==> src/rtl/bspi_pkg.sv <==
package bspi_pkg;

  typedef struct packed {
    logic cpol;
    logic cpha;
    logic lsb_first;
  } bspi_cfg_t;

  // Edges are numbered from zero within a frame; an odd index is a trailing edge.
  function automatic logic is_sample_edge(input logic cpha, input logic odd_edge);
    return odd_edge == cpha;
  endfunction

endpackage

==> src/rtl/bspi_clkgen.sv <==
module bspi_clkgen #(
  parameter int DIV_W = 8
) (
  input  logic             clk,
  input  logic             rst_n,
  input  logic             run,
  input  logic [DIV_W-1:0] div,
  output logic             tick
);

  logic [DIV_W-1:0] cnt;

  assign tick = run && (cnt == div);

  always_ff @(posedge clk or negedge rst_n) begin
    if (!rst_n)            cnt <= '0;
    else if (!run || tick) cnt <= '0;
    else                   cnt <= cnt + 1'b1;
  end


  half_period_chk: assert property (@(posedge clk) disable iff (!rst_n)
    (tick && div != '0) |=> !tick);


  cnt_bound_chk: assert property (@(posedge clk) disable iff (!rst_n)
    run |-> (cnt <= div));

endmodule

==> src/rtl/bspi_shifter.sv <==
module bspi_shifter
  import bspi_pkg::*;
#(
  parameter int DATA_W = 8
) (
  input  logic              clk,
  input  logic              rst_n,
  input  logic              start,
  input  logic [DATA_W-1:0] load_data,
  input  bspi_cfg_t         cfg,
  input  logic              tick,
  input  logic              miso,
  output logic              busy,
  output logic              sck,
  output logic              mosi,
  output logic              done,
  output logic [DATA_W-1:0] rx_data
);

  localparam int EDGES = 2 * DATA_W;
  localparam int EW    = $clog2(EDGES);

  function automatic logic [DATA_W-1:0] flip(input logic [DATA_W-1:0] v);
    logic [DATA_W-1:0] r;
    for (int i = 0; i < DATA_W; i++) r[i] = v[DATA_W-1-i];
    return r;
  endfunction

  logic [EW-1:0]     edge_idx;
  logic              lvl;
  logic [DATA_W-1:0] tx_sr;
  logic [DATA_W-1:0] rx_sr;
  logic              mosi_q;
  logic              busy_q;
  logic              done_q;

  wire [DATA_W-1:0] ordered   = cfg.lsb_first ? flip(load_data) : load_data;
  wire              last_edge = tick && (edge_idx == EW'(EDGES - 1));
  wire              smp_now   = tick && is_sample_edge(cfg.cpha, edge_idx[0]);
  wire              drv_now   = tick && !is_sample_edge(cfg.cpha, edge_idx[0]);

  always_ff @(posedge clk or negedge rst_n) begin
    if (!rst_n) begin
      edge_idx <= '0;
      lvl      <= 1'b0;
      tx_sr    <= '0;
      rx_sr    <= '0;
      mosi_q   <= 1'b0;
      busy_q   <= 1'b0;
      done_q   <= 1'b0;
    end else begin
      done_q <= last_edge;
      if (start && !busy_q) begin
        busy_q   <= 1'b1;
        edge_idx <= '0;
        lvl      <= 1'b0;
        mosi_q   <= ordered[DATA_W-1];
        tx_sr    <= cfg.cpha ? ordered : (ordered << 1);
      end else if (tick) begin
        lvl      <= ~lvl;
        edge_idx <= edge_idx + 1'b1;
        if (smp_now) rx_sr <= {rx_sr[DATA_W-2:0], miso};
        if (drv_now) begin
          mosi_q <= tx_sr[DATA_W-1];
          tx_sr  <= tx_sr << 1;
        end
        if (last_edge) busy_q <= 1'b0;
      end
    end
  end

  assign busy    = busy_q;
  assign done    = done_q;
  assign mosi    = mosi_q;
  assign sck     = cfg.cpol ^ lvl;
  assign rx_data = cfg.lsb_first ? flip(rx_sr) : rx_sr;


  sck_idle_chk: assert property (@(posedge clk) disable iff (!rst_n)
    !busy_q |-> (sck == cfg.cpol));


  done_idle_chk: assert property (@(posedge clk) disable iff (!rst_n)
    done_q |-> !busy_q);


  mosi_hold_chk: assert property (@(posedge clk) disable iff (!rst_n)
    (busy_q && !tick) |=> $stable(mosi_q));

endmodule

==> src/rtl/bspi_regs.sv <==
module bspi_regs #(
  parameter int DATA_W = 8
) (
  input  logic              clk,
  input  logic              rst_n,
  input  logic              tx_en,
  input  logic              rx_en,
  input  logic              wr_data,
  input  logic [DATA_W-1:0] wdata,
  input  logic              rd_data,
  input  logic              txc_clr_req,
  input  logic              busy,
  input  logic              done,
  input  logic [DATA_W-1:0] rx_data,
  output logic              start,
  output logic [DATA_W-1:0] tx_byte,
  output logic [DATA_W-1:0] rx_buf,
  output logic              rxc,
  output logic              txc,
  output logic              dre
);

  logic [DATA_W-1:0] tx_buf;
  logic              tx_full;

  wire wr_accept = wr_data && tx_en && !tx_full;
  wire txc_set   = done && !tx_full;

  assign start   = tx_en && tx_full && !busy;
  assign tx_byte = tx_buf;
  assign dre     = !tx_full;

  always_ff @(posedge clk or negedge rst_n) begin
    if (!rst_n) begin
      tx_buf  <= '0;
      tx_full <= 1'b0;
    end else if (wr_accept) begin
      tx_buf  <= wdata;
      tx_full <= 1'b1;
    end else if (start) begin
      tx_full <= 1'b0;
    end
  end

  always_ff @(posedge clk or negedge rst_n) begin
    if (!rst_n) begin
      rx_buf <= '0;
      rxc    <= 1'b0;
    end else if (!rx_en) begin
      rx_buf <= '0;
      rxc    <= 1'b0;
    end else if (done) begin
      rx_buf <= rx_data;
      rxc    <= 1'b1;
    end else if (rd_data) begin
      rxc    <= 1'b0;
    end
  end

  always_ff @(posedge clk or negedge rst_n) begin
    if (!rst_n)           txc <= 1'b0;
    else if (txc_set)     txc <= 1'b1;
    else if (txc_clr_req) txc <= 1'b0;
  end


  reset_dre_chk: assert property (@(posedge clk) !rst_n |=> dre);


  wr_load_chk: assert property (@(posedge clk) disable iff (!rst_n)
    wr_accept |=> !dre);


  wr_ignored_chk: assert property (@(posedge clk) disable iff (!rst_n)
    (wr_data && !dre) |=> $stable(tx_buf));


  start_drain_chk: assert property (@(posedge clk) disable iff (!rst_n)
    start |=> (busy && dre));


  rx_capture_chk: assert property (@(posedge clk) disable iff (!rst_n)
    (done && rx_en) |=> (rxc && rx_buf == $past(rx_data)));


  rd_clear_chk: assert property (@(posedge clk) disable iff (!rst_n)
    (rd_data && rx_en && !done) |=> !rxc);


  rx_flush_chk: assert property (@(posedge clk) disable iff (!rst_n)
    !rx_en |=> (!rxc && rx_buf == '0));


  txc_idle_chk: assert property (@(posedge clk) disable iff (!rst_n)
    $rose(txc) |-> !busy);


  txc_clear_chk: assert property (@(posedge clk) disable iff (!rst_n)
    (txc_clr_req && !txc_set) |=> !txc);

endmodule

==> src/rtl/bspi_master.sv <==
module bspi_master
  import bspi_pkg::*;
#(
  parameter int DATA_W = 8,
  parameter int DIV_W  = 8
) (
  input  logic              clk,
  input  logic              rst_n,
  input  logic              tx_en,
  input  logic              rx_en,
  input  logic              cpol,
  input  logic              cpha,
  input  logic              lsb_first,
  input  logic [DIV_W-1:0]  clk_div,
  input  logic              ie_rxc,
  input  logic              ie_txc,
  input  logic              ie_dre,
  input  logic              dat_wr,
  input  logic [DATA_W-1:0] dat_wdata,
  input  logic              dat_rd,
  output logic [DATA_W-1:0] dat_rdata,
  input  logic              sts_wr,
  input  logic [7:0]        sts_wdata,
  output logic [7:0]        sts_rdata,
  input  logic              txc_ack,
  output logic              irq_rxc,
  output logic              irq_txc,
  output logic              irq_dre,
  output logic              sck,
  output logic              mosi,
  input  logic              miso
);

  localparam int RXC_BIT = 7;
  localparam int TXC_BIT = 6;
  localparam int DRE_BIT = 5;

  bspi_cfg_t         cfg;
  logic              tick, busy, done, start;
  logic              rxc, txc, dre;
  logic [DATA_W-1:0] rx_data, tx_byte, rx_buf;

  assign cfg = '{cpol: cpol, cpha: cpha, lsb_first: lsb_first};

  wire txc_clr_req = txc_ack || (sts_wr && sts_wdata[TXC_BIT]);

  bspi_clkgen #(.DIV_W(DIV_W)) u_clkgen (
    .clk (clk),
    .rst_n (rst_n),
    .run (busy),
    .div (clk_div),
    .tick (tick)
  );

  bspi_shifter #(.DATA_W(DATA_W)) u_shifter (
    .clk (clk),
    .rst_n (rst_n),
    .start (start),
    .load_data (tx_byte),
    .cfg (cfg),
    .tick (tick),
    .miso (miso),
    .busy (busy),
    .sck (sck),
    .mosi (mosi),
    .done (done),
    .rx_data (rx_data)
  );

  bspi_regs #(.DATA_W(DATA_W)) u_regs (
    .clk (clk),
    .rst_n (rst_n),
    .tx_en (tx_en),
    .rx_en (rx_en),
    .wr_data (dat_wr),
    .wdata (dat_wdata),
    .rd_data (dat_rd),
    .txc_clr_req (txc_clr_req),
    .busy (busy),
    .done (done),
    .rx_data (rx_data),
    .start (start),
    .tx_byte (tx_byte),
    .rx_buf (rx_buf),
    .rxc (rxc),
    .txc (txc),
    .dre (dre)
  );

  always_comb begin
    sts_rdata          = '0;
    sts_rdata[RXC_BIT] = rxc;
    sts_rdata[TXC_BIT] = txc;
    sts_rdata[DRE_BIT] = dre;
  end

  assign dat_rdata = rx_buf;
  assign irq_rxc   = rxc && ie_rxc;
  assign irq_txc   = txc && ie_txc;
  assign irq_dre   = dre && ie_dre;

endmodule

==> config.mk <==
export PLATFORM = sky130hd
export DESIGN_NAME = bspi_master
export DESIGN_NICKNAME = d
export VERILOG_FILES = /design/src/rtl/bspi_pkg.sv /design/src/rtl/bspi_clkgen.sv /design/src/rtl/bspi_shifter.sv /design/src/rtl/bspi_regs.sv /design/src/rtl/bspi_master.sv
export SDC_FILE = /design/constraint.sdc
export NUM_CORES = 1
export LEC_CHECK = 0
export ABC_AREA = 1
export ABC_CLOCK_PERIOD_IN_PS = 1900
export CAP_MARGIN = 20
export CORE_MARGIN = 2
export CORE_UTILIZATION = 53
export CTS_BUF_LIST = sky130_fd_sc_hd__clkbuf_2 sky130_fd_sc_hd__clkbuf_4 sky130_fd_sc_hd__clkbuf_8
export CTS_CLUSTER_DIAMETER = 40
export DETAILED_ROUTE_END_ITERATION = 12
export PLACE_DENSITY = 0.79
export SLEW_MARGIN = 20
export SYNTH_ARGS = -nofsm -noshare
export SYNTH_HDL_FRONTEND = slang
export SYNTH_SLANG_ARGS = --single-unit
==> constraint.sdc <==
create_clock -name clk -period 1.9 [get_ports clk]
set_input_delay 0.38 -clock clk [delete_from_list [all_inputs] [get_ports clk]]
set_output_delay 0.38 -clock clk [all_outputs]
set_load 0.03 [all_outputs]
* Word-level counts from Yosys, hierarchy flattened
Cells that the tools add are included.
Word-level totals: bits in registers 51, bits in latches 0, RAM bits 0, ROM bits 0, input bits 39, word-level logic and storage cells 76, memories kept 0
Operators by class: add/sub/neg operators 2, multiply operators 0, divide/modulo/power cells 0, order comparisons 0, equal/unequal tests 5, shift operators 0, muxes and demuxes 26, bitwise gates (word level) 3, reduce and logical (&&, ||, !) cells 27
Operators by type and width (number):
- $mux 8 | 9
- $mux 1 | 15
- $logic_and 1x1->1 | 14
- $reduce_bool 2->1 | 5
- $add 8x1->8 const B | 1
- $eq 8x8->1 | 1
- $mux 4 | 2
- $add 4x1->4 const B | 1
- $eq 4x4->1 const B | 1
- $reduce_and 2->1 | 2
- $logic_not 1->1 | 3
- $ne 3x1->1 const B | 1
- $reduce_and 3->1 | 1
- $logic_or 1x1->1 | 2
- $ne 2x1->1 const B | 1
- $not 1->1 | 2
- $eq 1x1->1 | 1
- $xor 1x1->1 | 1

* Depth between registers and ports, before layout
Gate-level depths: netlist of the first run.
word-level depth 6, depth in mapped cells 9, gate-level depth less buffers 9

* Cells and area by module
From an unflattened synthesis of the first run, not the netlist that was laid out.
Unflattened totals: cell total of the unflattened synthesis 362, area, all modules 2778.9 um^2
By module, submodules not included:
- bspi_shifter | instances 1, cells an instance 187, area an instance 1371.3 um^2, sequential area each 600.6 um^2
- bspi_regs | instances 1, cells an instance 86, area an instance 795.8 um^2, sequential area each 475.5 um^2
- bspi_clkgen | instances 1, cells an instance 71, area an instance 514.2 um^2, sequential area each 200.2 um^2
- bspi_master | instances 1, cells an instance 18, area an instance 97.6 um^2, sequential area each 0.0 um^2

* Least setup slack after synthesis of the first run
No wires, ideal clock.
kind input-to-reg, start in cpha, end reg u_shifter.rx_sr[5], data arrival time 1.292 ns, data required time 1.783 ns, path slack 0.491 ns, stages 6, buffers on the path 2, path through buf_2 xnor2_1 nand4_4 buf_6 nand2_1 o21ai_2
Between the ends: cells in the longest elaborated chain, start to end 3
RTL lines:
- start, declared | RTL line bspi_master.sv:12 | input logic cpha,
- $eq 1x1->1 | RTL line bspi_pkg.sv:11 | return odd_edge == cpha;
- $logic_and 1x1->1 | RTL line bspi_shifter.sv:39 | wire smp_now = tick && is_sample_edge(cfg.cpha, edge_idx[0]);
- $reduce_and 3->1 (no source line)
- end signal, assigned | RTL line bspi_shifter.sv:62 | if (smp_now) rx_sr <= {rx_sr[DATA_W-2:0], miso};
- end, declared | RTL line bspi_shifter.sv:32 | logic [DATA_W-1:0] rx_sr;
Every way passes these cells. A chain may end at the register's enable or synchronous reset.

* Final worst setup path of the first run
start reg u_regs.rxc, end out sts_rdata[7]
RTL lines:
- start, declared | RTL line bspi_regs.sv:18 | output logic rxc,
- start signal, assigned | RTL line bspi_regs.sv:48 | rxc <= 1'b0;
- start signal, assigned | RTL line bspi_regs.sv:51 | rxc <= 1'b0;
- start signal, assigned | RTL line bspi_regs.sv:54 | rxc <= 1'b1;
- end, declared | RTL line bspi_master.sv:24 | output logic [7:0] sts_rdata,
No word-level cell between the ends.

==> flow_summary.rst, run 1 <==
.. list-table::
   :header-rows: 1

   * - Metric
     - Value
   * - Overall power consumption
     - 3160 µW
   * - Kind of capture point of the worst setup path
     - output port
   * - FF-to-FF Start
     - u_clkgen.cnt[0]$_DFF_PN0_
   * - Layout net count
     - 430
   * - Initial antenna violation count
     - 0
   * - Number of standard cells after synthesis
     - 341
   * - Register-to-Register Setup Slack
     - 0.36 ns
   * - Worst min path class
     - primary input to asynchronous set/reset pin
   * - Number of rows created at floorplan
     - 26
   * - Cell type contributing the most total cell area after synthesis
     - sky130_fd_sc_hd__dfrtp_1
   * - Endpoint of the worst-slack reg-to-reg timing path
     - u_shifter.tx_sr[5]$_DFFE_PN0P_
   * - Last weighted congestion value of the routability-driven placer
     - 0.833
   * - Number of global-route vias before repair
     - 2,307
   * - Setup repair after global routing missed its margin
     - no
   * - Number of storage elements in the synthesis netlist
     - 51
   * - Layout Area Growth over Synthesis
     - 22.4%
   * - Peak supply drop
     - 0.000771 V
   * - Number of remaining DRC errors
     - 0
   * - HPWL Detailed
     - 4.03 mm
   * - Height of the chip
     - 76.5 µm
   * - Warnings, synthesis
     - 0
   * - Number of buffers created by CTS
     - 5
   * - Vias per inst
     - 5.02
   * - Share of layout cells above drive strength 1
     - 0.139
   * - Static leakage power
     - 0.00168 µW
   * - All-Layer GR Usage
     - 0.202
   * - Total count of max-transition violations in the final report
     - 0
   * - Remaining Overflow, GRT
     - 0
   * - Signal arrival time at the worst endpoint
     - 1.36 ns
   * - PwrDens
     - 928 nW/µm²
   * - Part of the total power dissipated in sequential elements
     - 0.468
   * - Pin slew with the least headroom to its limit
     - 0.558 ns
   * - Final Hold Slack
     - 0.0612 ns
   * - Top fanout value on the critical path
     - 3
   * - Routed wire length per instance
     - 11.7 µm
   * - Overall routed net length
     - 5.39 mm
   * - First-pass GRT wire length
     - 9.66 mm
   * - Crit path max-delay cell type
     - sky130_fd_sc_hd__clkdlybuf4s50_1
   * - Upper clock frequency limit
     - 0.573 GHz
   * - Non-filler instance count after layout
     - 459
   * - Library cell used as clock root buffer
     - sky130_fd_sc_hd__clkbuf_8
   * - Buffers inserted by post-CTS timing repair
     - 0
   * - Outcome
     - finished clean
   * - Ant diodes
     - 0
   * - Sw Pwr
     - 1100 µW
   * - Share of the clock period used by the worst path
     - 0.918
   * - Family with the most delay on the worst path
     - buffers and inverters
   * - Share of synthesized registers carrying an async set or reset
     - 1.00
   * - Leading register cell type out of synthesis
     - sky130_fd_sc_hd__dfrtp_1
   * - CTS H-tree lvls
     - 2
   * - Cells on worst reg2reg path
     - 9
   * - CP bufs+invs
     - 1
   * - Proportion of synthesized chip area in sequential cells
     - 0.459
   * - Clk Latency, worst-skew pair
     - 0.30 ns
   * - Relative contribution of the clock network to total power
     - 0.196
   * - Synth top cells by count
     - sky130_fd_sc_hd__nand2_1, sky130_fd_sc_hd__dfrtp_1, sky130_fd_sc_hd__nand3_1
   * - Cell internal pwr
     - 2060 µW
   * - Critical path cell sequence
     - clkdlybuf4s50_1
   * - Hold_buf cts
     - 0
   * - Initial core utilization
     - 0.548
   * - Number of gates resized after cts
     - 1
   * - Buffers on Ports
     - 47
   * - Die Outline Area
     - 5850 µm²
   * - Clock tree from TritonCTS
     - yes
   * - Slowest Stage Delay on Critical Path
     - 0.68 ns
   * - Count of cell types in the netlist
     - 33
   * - Final critical-path required period
     - 1.74 ns
   * - Top-area cell type share of the netlist area
     - 0.459
   * - Final hold viol count
     - 0
   * - EDFF count, synth
     - 0
   * - Sinks on Clock Net
     - 51
   * - Net switching share of the total power
     - 0.347
   * - Worst setup path category
     - register to output port
   * - Max_slew headroom
     - 0.628
   * - Violation count after the first detailed-routing iteration
     - 135
   * - Required time of the critical path
     - 1.52 ns
   * - Pin count of the biggest net entering global routing
     - 30
   * - Pre-antenna DRT Iters
     - 4
   * - Core Footprint
     - 5070 µm²
   * - Most area-consuming cells after synthesis
     - sky130_fd_sc_hd__dfrtp_1, sky130_fd_sc_hd__nand2_1, sky130_fd_sc_hd__nand3_1, sky130_fd_sc_hd__inv_1, sky130_fd_sc_hd__o21ai_0
   * - Worst Setup Start Kind
     - register
   * - Number of placed I/O pins
     - 60
   * - Portion of total power attributed to combinational logic
     - 0.336
   * - Post-route ant nets
     - 0
   * - Synthesized area
     - 2780 µm²
   * - Via count
     - 2,303
   * - Most frequent cell after synthesis
     - sky130_fd_sc_hd__nand2_1
   * - Setup-violating endpoint count in the final report
     - 0
   * - Die boundary width
     - 76.5 µm
   * - Max_cap viols
     - 0
   * - Max Buffers Root-to-Sink
     - 2
   * - Average footprint of a synthesized cell
     - 8.16 µm²
   * - Maximum clock skew at final layout
     - 0.00833 ns
   * - Cell total after placement
     - 452
   * - Clk pin slew, worst setup/hold paths
     - 0.09 ns
cells by family after synthesis:
family / Yosys count / share of synthesized area
AO/OA/AOI/OAI: 44 / 0.0922
XOR/XNOR: 11 / 0.0346
adder cells (fa/ha/maj): 2 / 0.00899
buffers and inverters: 57 / 0.0967
flip-flops: 51 / 0.459
multiplexers: 7 / 0.0283
other: 1 / 0.00135
AND/OR/NAND/NOR: 168 / 0.279
routing by layer:
metal / track usage / wire length (µm) / vias up
li1: - / - / 1171
met5: 0 / 0 / -
met2: 0.366 / 2700 / 45
met3: 0.0509 / 198 / 9
met1: 0.230 / 2400 / 1078
met4: 0.0745 / 87 / 0
through the flow:
step | setup TNS (ns) | setup slack (ns) | instance area (µm²) | utilization
6_report | 0 | 0.156 | 3410 | 0.671
4_1_cts | 0 | 0.135 | 3410 | 0.671
3_5_place_dp | -0.536 | -0.0678 | 3320 | 0.654
3_3_place_gp | -0.00108 | -0.00108 | 3320 | 0.654
2_1_floorplan | 0 | 0.491 | 2800 | -
5_1_grt | 0 | 0.0976 | 3410 | 0.671
flip-flops by register name (all words and copies together), names as in the netlist, 4 cells and up:
signal              flops
u_clkgen.cnt            8
u_regs.rx_buf           8
u_regs.tx_byte          8
u_shifter.rx_sr         8
u_shifter.tx_sr         8
u_shifter.edge_idx      4
power by group through the flow:
stage	Clock (µW)	Sequential, µW	Combinational, µW
2_1_floorplan	0	1480	788
3_3_place_gp	0	1490	1050
3_5_place_dp	0	1500	1090
4_1_cts	642	1480	1080
5_1_grt	677	1520	1210
6_report	619	1480	1060
worst max-delay path by stage:
stage / startpoint / slack, ns / end / depth (start not counted)
after floorplan: cpha / 0.49 / u_shifter.rx_sr[5]$_DFFE_PN0P_ / 6
after global placement: clk_div[0] / -0.001 / u_shifter.tx_sr[5]$_DFFE_PN0P_ / 8
after detailed placement: clk_div[0] / -0.07 / u_shifter.tx_sr[2]$_DFFE_PN0P_ / 8
after CTS: u_regs.rxc$_DFFE_PN0P_ / 0.13 / sts_rdata[7] / 1
after global routing: clk_div[0] / 0.1 / u_shifter.tx_sr[7]$_DFFE_PN0P_ / 8
final: u_regs.rxc$_DFFE_PN0P_ / 0.16 / sts_rdata[7] / 1
placed cells by master, fill, tap and decap left out, types with 3 or more instances in the layout:
master / count
sky130_fd_sc_hd__nand2_1: 96
sky130_fd_sc_hd__inv_1: 34
sky130_fd_sc_hd__nor2_2: 8
sky130_fd_sc_hd__conb_1: 5
sky130_fd_sc_hd__o21ai_2: 8
sky130_fd_sc_hd__clkdlybuf4s50_1: 41
sky130_fd_sc_hd__clkbuf_8: 6
sky130_fd_sc_hd__buf_12: 3
sky130_fd_sc_hd__xnor2_1: 5
sky130_fd_sc_hd__buf_4: 10
sky130_fd_sc_hd__nor2_1: 12
sky130_fd_sc_hd__xor2_1: 6
sky130_fd_sc_hd__a21oi_1: 10
sky130_fd_sc_hd__o21ai_0: 24
sky130_fd_sc_hd__mux2_2: 7
sky130_fd_sc_hd__dfrtp_1: 51
sky130_fd_sc_hd__nand3_1: 38
layout make-up:
cell class / count / area, µm²
timing repair buffer: 56 / 559
tap: 70 / 87.6
multi-input combinational: 237 / 1250
clock buffer: 6 / 82.6
inverter: 38 / 143
sequential: 51 / 1280
clock inverter: 1 / 5.00
fill: 427 / 1670
(Power assumes the default switching activity.)
==> inputs of run 2 (changes only) <==
--- a/config.mk
+++ b/config.mk
@@ -8,6 +8,7 @@
 export ABC_AREA = 1
 export ABC_CLOCK_PERIOD_IN_PS = 1900
 export CAP_MARGIN = 20
+export CORE_ASPECT_RATIO = 1.75
 export CORE_MARGIN = 2
 export CORE_UTILIZATION = 53
 export CTS_BUF_LIST = sky130_fd_sc_hd__clkbuf_2 sky130_fd_sc_hd__clkbuf_4 sky130_fd_sc_hd__clkbuf_8
==> run 2 against run 1 <==
Compared with the run above:
- the flow now finishes with violations (DRC)
- final cell count is 2.8% lower
- global-route usage shrank 0.28 points
- combinational power is essentially flat
- critical path depth stayed put
==> flow_summary.rst, run 2 (synthesized netlist as in run 1, its figures left out) <==
.. list-table::
   :header-rows: 1

   * - Metric
     - Value
   * - Non-filler instance count after layout
     - 446
   * - Total count of max-transition violations in the final report
     - 0
   * - Overall power consumption
     - 3270 µW
   * - Height of the chip
     - 99.9 µm
   * - Part of the total power dissipated in sequential elements
     - 0.449
   * - Library cell used as clock root buffer
     - sky130_fd_sc_hd__clkbuf_8
   * - Pin count of the biggest net entering global routing
     - 52
   * - Last weighted congestion value of the routability-driven placer
     - 0.770
   * - Kind of capture point of the worst setup path
     - output port
   * - Crit path max-delay cell type
     - sky130_fd_sc_hd__clkdlybuf4s50_1
   * - Highest-count cells in the layout ignoring fill and taps
     - sky130_fd_sc_hd__nand2_1, sky130_fd_sc_hd__dfrtp_1, sky130_fd_sc_hd__clkdlybuf4s50_1
   * - FF-to-FF Start
     - u_clkgen.cnt[1]$_DFF_PN0_
   * - Hold_buf cts
     - 0
   * - Ant diodes
     - 0
   * - Cell internal pwr
     - 2170 µW
   * - Number of placed I/O pins
     - 60
   * - Initial antenna violation count
     - 0
   * - Number of rows created at floorplan
     - 34
   * - Pre-antenna DRT Iters
     - 8
   * - Share of layout cells above drive strength 1
     - 0.145
   * - HPWL Detailed
     - 4.04 mm
   * - Static leakage power
     - 0.00169 µW
   * - Required time of the critical path
     - 1.52 ns
   * - Clock tree from TritonCTS
     - yes
   * - Failing checks
     - DRC
   * - Flip-flop and latch area
     - 1280 µm²
   * - Number of remaining DRC errors
     - 2
   * - Post-route cell area
     - 3400 µm²
   * - Outcome
     - finished with violations
   * - Number of buffers created by CTS
     - 5
   * - Layout Area Growth over Synthesis
     - 22.3%
   * - Initial core utilization
     - 0.554
   * - Sw Pwr
     - 1100 µW
   * - Max_cap viols
     - 0
   * - Buffers on Ports
     - 47
   * - Clk Latency, worst-skew pair
     - 0.31 ns
   * - Die boundary width
     - 58.8 µm
   * - Layout net count
     - 432
   * - Slowest Stage Delay on Critical Path
     - 0.69 ns
   * - Portion of total power attributed to combinational logic
     - 0.324
   * - Net switching share of the total power
     - 0.338
   * - CTS H-tree lvls
     - 2
   * - Cells on worst reg2reg path
     - 8
   * - Max Buffers Root-to-Sink
     - 2
   * - Signal arrival time at the worst endpoint
     - 1.39 ns
   * - Final hold viol count
     - 0
   * - Cell total after placement
     - 438
   * - Worst min path class
     - primary input to asynchronous set/reset pin
   * - First-pass GRT wire length
     - 9.17 mm
   * - Maximum clock skew at final layout
     - 0.0126 ns
   * - Overall routed net length
     - 5.24 mm
   * - Placement-stage cell area
     - 3290 µm²
   * - Endpoint of the worst-slack reg-to-reg timing path
     - u_shifter.rx_sr[6]$_DFFE_PN0P_
   * - Clk pin slew, worst setup/hold paths
     - 0.10 ns
   * - Core Footprint
     - 5020 µm²
   * - Routed wire length per instance
     - 11.7 µm
   * - Remaining Overflow, GRT
     - 0
   * - Multi-input logic area
     - 1250 µm²
   * - Violation count after the first detailed-routing iteration
     - 77
   * - Upper clock frequency limit
     - 0.565 GHz
   * - Most common cell after layout, fill and taps aside
     - sky130_fd_sc_hd__nand2_1
   * - Top fanout value on the critical path
     - 3
   * - Sinks on Clock Net
     - 51
   * - Share of the clock period used by the worst path
     - 0.931
   * - CP bufs+invs
     - 1
   * - Vias per inst
     - 5.17
   * - Number of global-route vias before repair
     - 2,268
   * - PwrDens
     - 961 nW/µm²
   * - Via count
     - 2,307
   * - Register-to-Register Setup Slack
     - 0.37 ns
   * - Peak supply drop
     - 0.000749 V
   * - Setup repair after global routing missed its margin
     - no
   * - Die Outline Area
     - 5870 µm²
   * - Worst Setup Start Kind
     - register
   * - All-Layer GR Usage
     - 0.200
   * - Setup-violating endpoint count in the final report
     - 0
   * - Worst setup path category
     - register to output port
   * - Post-route ant nets
     - 0
   * - Family with the most delay on the worst path
     - buffers and inverters
   * - Final critical-path required period
     - 1.77 ns
   * - Relative contribution of the clock network to total power
     - 0.227
   * - Critical path cell sequence
     - clkdlybuf4s50_1
   * - Number of inserted filler cells in the final layout
     - 451
## run 2: cell types whose count changed in the layout (fill, tap and decap cells not counted)
cell,previous run,this run
sky130_fd_sc_hd__buf_4,10,14
sky130_fd_sc_hd__buf_12,3,1
sky130_fd_sc_hd__dlymetal6s2s_1,0,1
sky130_fd_sc_hd__bufinv_16,0,1
sky130_fd_sc_hd__clkinv_4,0,1
sky130_fd_sc_hd__clkbuf_8,6,5
sky130_fd_sc_hd__dlygate4sd2_1,1,0
## run 2: timing repair
| item | 4_1_cts | 5_1_grt |
|---|---|---|
| setup buffers | 0 | 0 |
| gates resized for setup | 0 | 1 |
| setup endpoints to repair | 0 | 1 |
## run 2: final cells by class
cell class              count  area share
flip-flops and latches     51       0.375
repair buffers             58       0.162
clock buffers               5      0.0202
inverters                  38      0.0419
multi-input cells         237       0.368
well taps                  54      0.0198
clock inverters             3      0.0129
## run 2: layer usage
metal  vias up  track usage  part of all wire
li1       1171            -                 -
met1      1086        0.198              0.38
met2        40        0.386              0.57
met3        10       0.0374             0.031
met4         0       0.0769             0.021
met5         -            0                 0
## run 2: worst max path at each step
stage | from | end | slack, ns | cells after the start
after global routing | u_regs.txc$_DFFE_PN0P_ | sts_rdata[6] | 0.09 | 1
after global placement | clk_div[6] | u_shifter.rx_sr[3]$_DFFE_PN0P_ | -0.03 | 7
after CTS | u_regs.tx_full$_DFFE_PN0P_ | sts_rdata[5] | 0.0003 | 2
final | u_regs.txc$_DFFE_PN0P_ | sts_rdata[6] | 0.13 | 1
after floorplan | cpha | u_shifter.rx_sr[5]$_DFFE_PN0P_ | 0.49 | 6
after detailed placement | clk_div[1] | u_shifter.rx_sr[0]$_DFFE_PN0P_ | -0.07 | 8
## run 2: through the flow
step / setup TNS [ns] / hold slack, ns / util / setup slack (ns)
finish: 0 / 0.0334 / 0.678 / 0.131
global route: 0 / 0.0650 / 0.678 / 0.0875
CTS: 0 / 0.0527 / 0.678 / 0.000331
detailed placement: -0.721 / 0.390 / 0.655 / -0.0680
global placement: -0.252 / 0.389 / 0.655 / -0.0342
floorplan: 0 / 0.0844 / - / 0.491
## run 2: power by group through the flow
| stage | Sequential, µW | Combinational [µW] | Clock (µW) |
|---|---|---|---|
| floorplan | 1480 | 788 | 0 |
| global placement | 1480 | 1040 | 0 |
| detailed placement | 1490 | 1070 | 0 |
| CTS | 1470 | 1080 | 758 |
| global route | 1510 | 1200 | 815 |
| finish | 1470 | 1060 | 743 |
==> inputs of run 3 (changes only) <==
--- a/config.mk
+++ b/config.mk
@@ -9,13 +9,13 @@
 export ABC_CLOCK_PERIOD_IN_PS = 1900
 export CAP_MARGIN = 20
 export CORE_ASPECT_RATIO = 1.75
-export CORE_MARGIN = 2
+export CORE_MARGIN = 5
 export CORE_UTILIZATION = 53
 export CTS_BUF_LIST = sky130_fd_sc_hd__clkbuf_2 sky130_fd_sc_hd__clkbuf_4 sky130_fd_sc_hd__clkbuf_8
 export CTS_CLUSTER_DIAMETER = 40
 export DETAILED_ROUTE_END_ITERATION = 12
-export PLACE_DENSITY = 0.79
-export SLEW_MARGIN = 20
+export PLACE_DENSITY_LB_ADDON = 0.12
+export SLEW_MARGIN = 10
 export SYNTH_ARGS = -nofsm -noshare
 export SYNTH_HDL_FRONTEND = slang
 export SYNTH_SLANG_ARGS = --single-unit
==> run 3 against run 2 <==
Compared with the run above:
- largest power group unchanged
- die area up 17%
- count of clock-buffer cells in the layout unchanged
- the run now ends clean
- total power up 6.6%
==> flow_summary.rst, run 3 (synthesized netlist as in run 1, its figures left out) <==
.. list-table::
   :header-rows: 1

   * - Metric
     - Value
   * - Place WS
     - -0.0396 ns
   * - Initial antenna violation count
     - 0
   * - Core Footprint
     - 5170 µm²
   * - Portion of total power attributed to combinational logic
     - 0.318
   * - Layout net count
     - 434
   * - Cell internal pwr
     - 2330 µW
   * - Crit path max-delay cell type
     - sky130_fd_sc_hd__clkdlybuf4s50_1
   * - Most common cell after layout, fill and taps aside
     - sky130_fd_sc_hd__nand2_1
   * - Peak supply drop
     - 0.000646 V
   * - Buffers on Ports
     - 47
   * - PwrDens
     - 1000 nW/µm²
   * - Setup repair after global routing missed its margin
     - no
   * - First-pass GRT wire length
     - 9.92 mm
   * - Clk Latency, worst-skew pair
     - 0.31 ns
   * - Cell total after placement
     - 441
   * - Ant diodes
     - 0
   * - Violation count after the first detailed-routing iteration
     - 82
   * - Static leakage power
     - 0.00172 µW
   * - Part of the total power dissipated in sequential elements
     - 0.426
   * - Final Hold Slack
     - 0.0440 ns
   * - Maximum clock skew at final layout
     - 0.0108 ns
   * - Number of placed I/O pins
     - 60
   * - Clk pin slew, worst setup/hold paths
     - 0.10 ns
   * - Non-filler instance count after layout
     - 449
   * - Slowest Stage Delay on Critical Path
     - 0.68 ns
   * - Required time of the critical path
     - 1.52 ns
   * - Post-route ant nets
     - 0
   * - Worst min path class
     - primary input to asynchronous set/reset pin
   * - Total count of max-transition violations in the final report
     - 0
   * - Library cell used as clock root buffer
     - sky130_fd_sc_hd__clkbuf_8
   * - Routed wire length per instance
     - 12.5 µm
   * - Number of global-route vias before repair
     - 2,319
   * - Sw Pwr
     - 1160 µW
   * - Pre-antenna DRT Iters
     - 4
   * - Die Outline Area
     - 6860 µm²
   * - Last weighted congestion value of the routability-driven placer
     - 0.901
   * - Worst Setup Start Kind
     - register
   * - Number of buffers created by CTS
     - 5
   * - Highest-count cells in the layout ignoring fill and taps
     - sky130_fd_sc_hd__nand2_1, sky130_fd_sc_hd__dfrtp_1, sky130_fd_sc_hd__clkdlybuf4s50_1
   * - Initial core utilization
     - 0.538
   * - Share of the clock period used by the worst path
     - 0.913
   * - CTS H-tree lvls
     - 2
   * - Worst setup path category
     - register to output port
   * - Pin count of the biggest net entering global routing
     - 29
   * - All-Layer GR Usage
     - 0.181
   * - Max Buffers Root-to-Sink
     - 2
   * - Upper clock frequency limit
     - 0.576 GHz
   * - Remaining Overflow, GRT
     - 0
   * - CP bufs+invs
     - 1
   * - Minimum setup slack in the final design
     - 0.165 ns
   * - Utilization after layout
     - 0.673
   * - Outcome
     - finished clean
   * - Sinks on Clock Net
     - 51
   * - Overall routed net length
     - 5.59 mm
   * - Buffers inserted by post-CTS timing repair
     - 0
   * - Pin slew with the least headroom to its limit
     - 0.554 ns
   * - Net switching share of the total power
     - 0.332
   * - Layout Area Growth over Synthesis
     - 25.0%
   * - Top fanout value on the critical path
     - 3
   * - Kind of capture point of the worst setup path
     - output port
   * - Setup-violating endpoint count in the final report
     - 0
   * - Via count
     - 2,328
   * - Signal arrival time at the worst endpoint
     - 1.36 ns
   * - Hold_buf cts
     - 0
   * - Number of remaining DRC errors
     - 0
   * - Max_slew headroom
     - 0.631
   * - Number of rows created at floorplan
     - 35
   * - Vias per inst
     - 5.18
   * - Share of layout cells above drive strength 1
     - 0.150
   * - Height of the chip
     - 106 µm
   * - Final critical-path required period
     - 1.74 ns
   * - Max_cap viols
     - 0
   * - Clock tree from TritonCTS
     - yes
   * - Final hold viol count
     - 0
   * - Family with the most delay on the worst path
     - buffers and inverters
   * - HPWL Detailed
     - 4.29 mm
   * - Die boundary width
     - 64.8 µm
   * - Relative contribution of the clock network to total power
     - 0.256
   * - Final sum of negative setup slack
     - 0 ns
   * - Critical path cell sequence
     - clkdlybuf4s50_1
## run 3: layer usage
metal  up-vias  global-route usage  share of wire  routed length [µm]
met4         0              0.0756          0.026                 145
met2        61               0.329           0.53                2950
met5         -                   0              0                   0
met1      1082               0.197           0.39                2190
li1       1174                   -              -                   -
met3        11              0.0373          0.056                 315
## run 3: repair_timing
action / CTS / global route
endpoints found under the setup margin: 1 / 0
endpoints found under the hold margin: 0 / 0
gates resized for setup: 1 / 0
## run 3: per-stage QoR
stage | area, µm² | power, µW
2_1_floorplan | 2800 | 2270
3_3_place_gp | 3340 | 2600
3_5_place_dp | 3340 | 2630
4_1_cts | 3480 | 3520
5_1_grt | 3480 | 3740
6_report | 3480 | 3490
## run 3: power by group through the flow
stage          combinational [µW]  clock, µW  sequential, µW
6_report                     1110        892            1490
5_1_grt                      1260        961            1530
4_1_cts                      1120        918            1490
3_5_place_dp                 1120          0            1500
3_3_place_gp                 1110          0            1490
2_1_floorplan                 788          0            1480
## run 3: area by class of cell
type,instances,area (µm²)
multi-input cells,237,1250
fillers,441,1690
inverters,38,143
repair buffers,60,602
clock buffers,5,68.8
clock inverters,3,67.6
well taps,55,68.8
flip-flops and latches,51,1280
## run 3: worst paths after layout
check | startpoint | endpoint | slack, ns | cells past startpoint
min reg2reg | u_shifter.rx_sr[0]$_DFFE_PN0P_ | u_shifter.rx_sr[0]$_DFFE_PN0P_ | 0.49 | 2
max | u_regs.txc$_DFFE_PN0P_ | sts_rdata[6] | 0.16 | 1
min in group clk | u_shifter.rx_sr[0]$_DFFE_PN0P_ | u_shifter.rx_sr[0]$_DFFE_PN0P_ | 0.49 | 2
min | rst_n | u_regs.rx_buf[3]$_DFFE_PN0P_ | 0.04 | 1
max in group asynchronous | rst_n | u_shifter.rx_sr[4]$_DFFE_PN0P_ | 1.32 | 2
max reg2reg | u_clkgen.cnt[0]$_DFF_PN0_ | u_shifter.tx_sr[6]$_DFFE_PN0P_ | 0.35 | 8
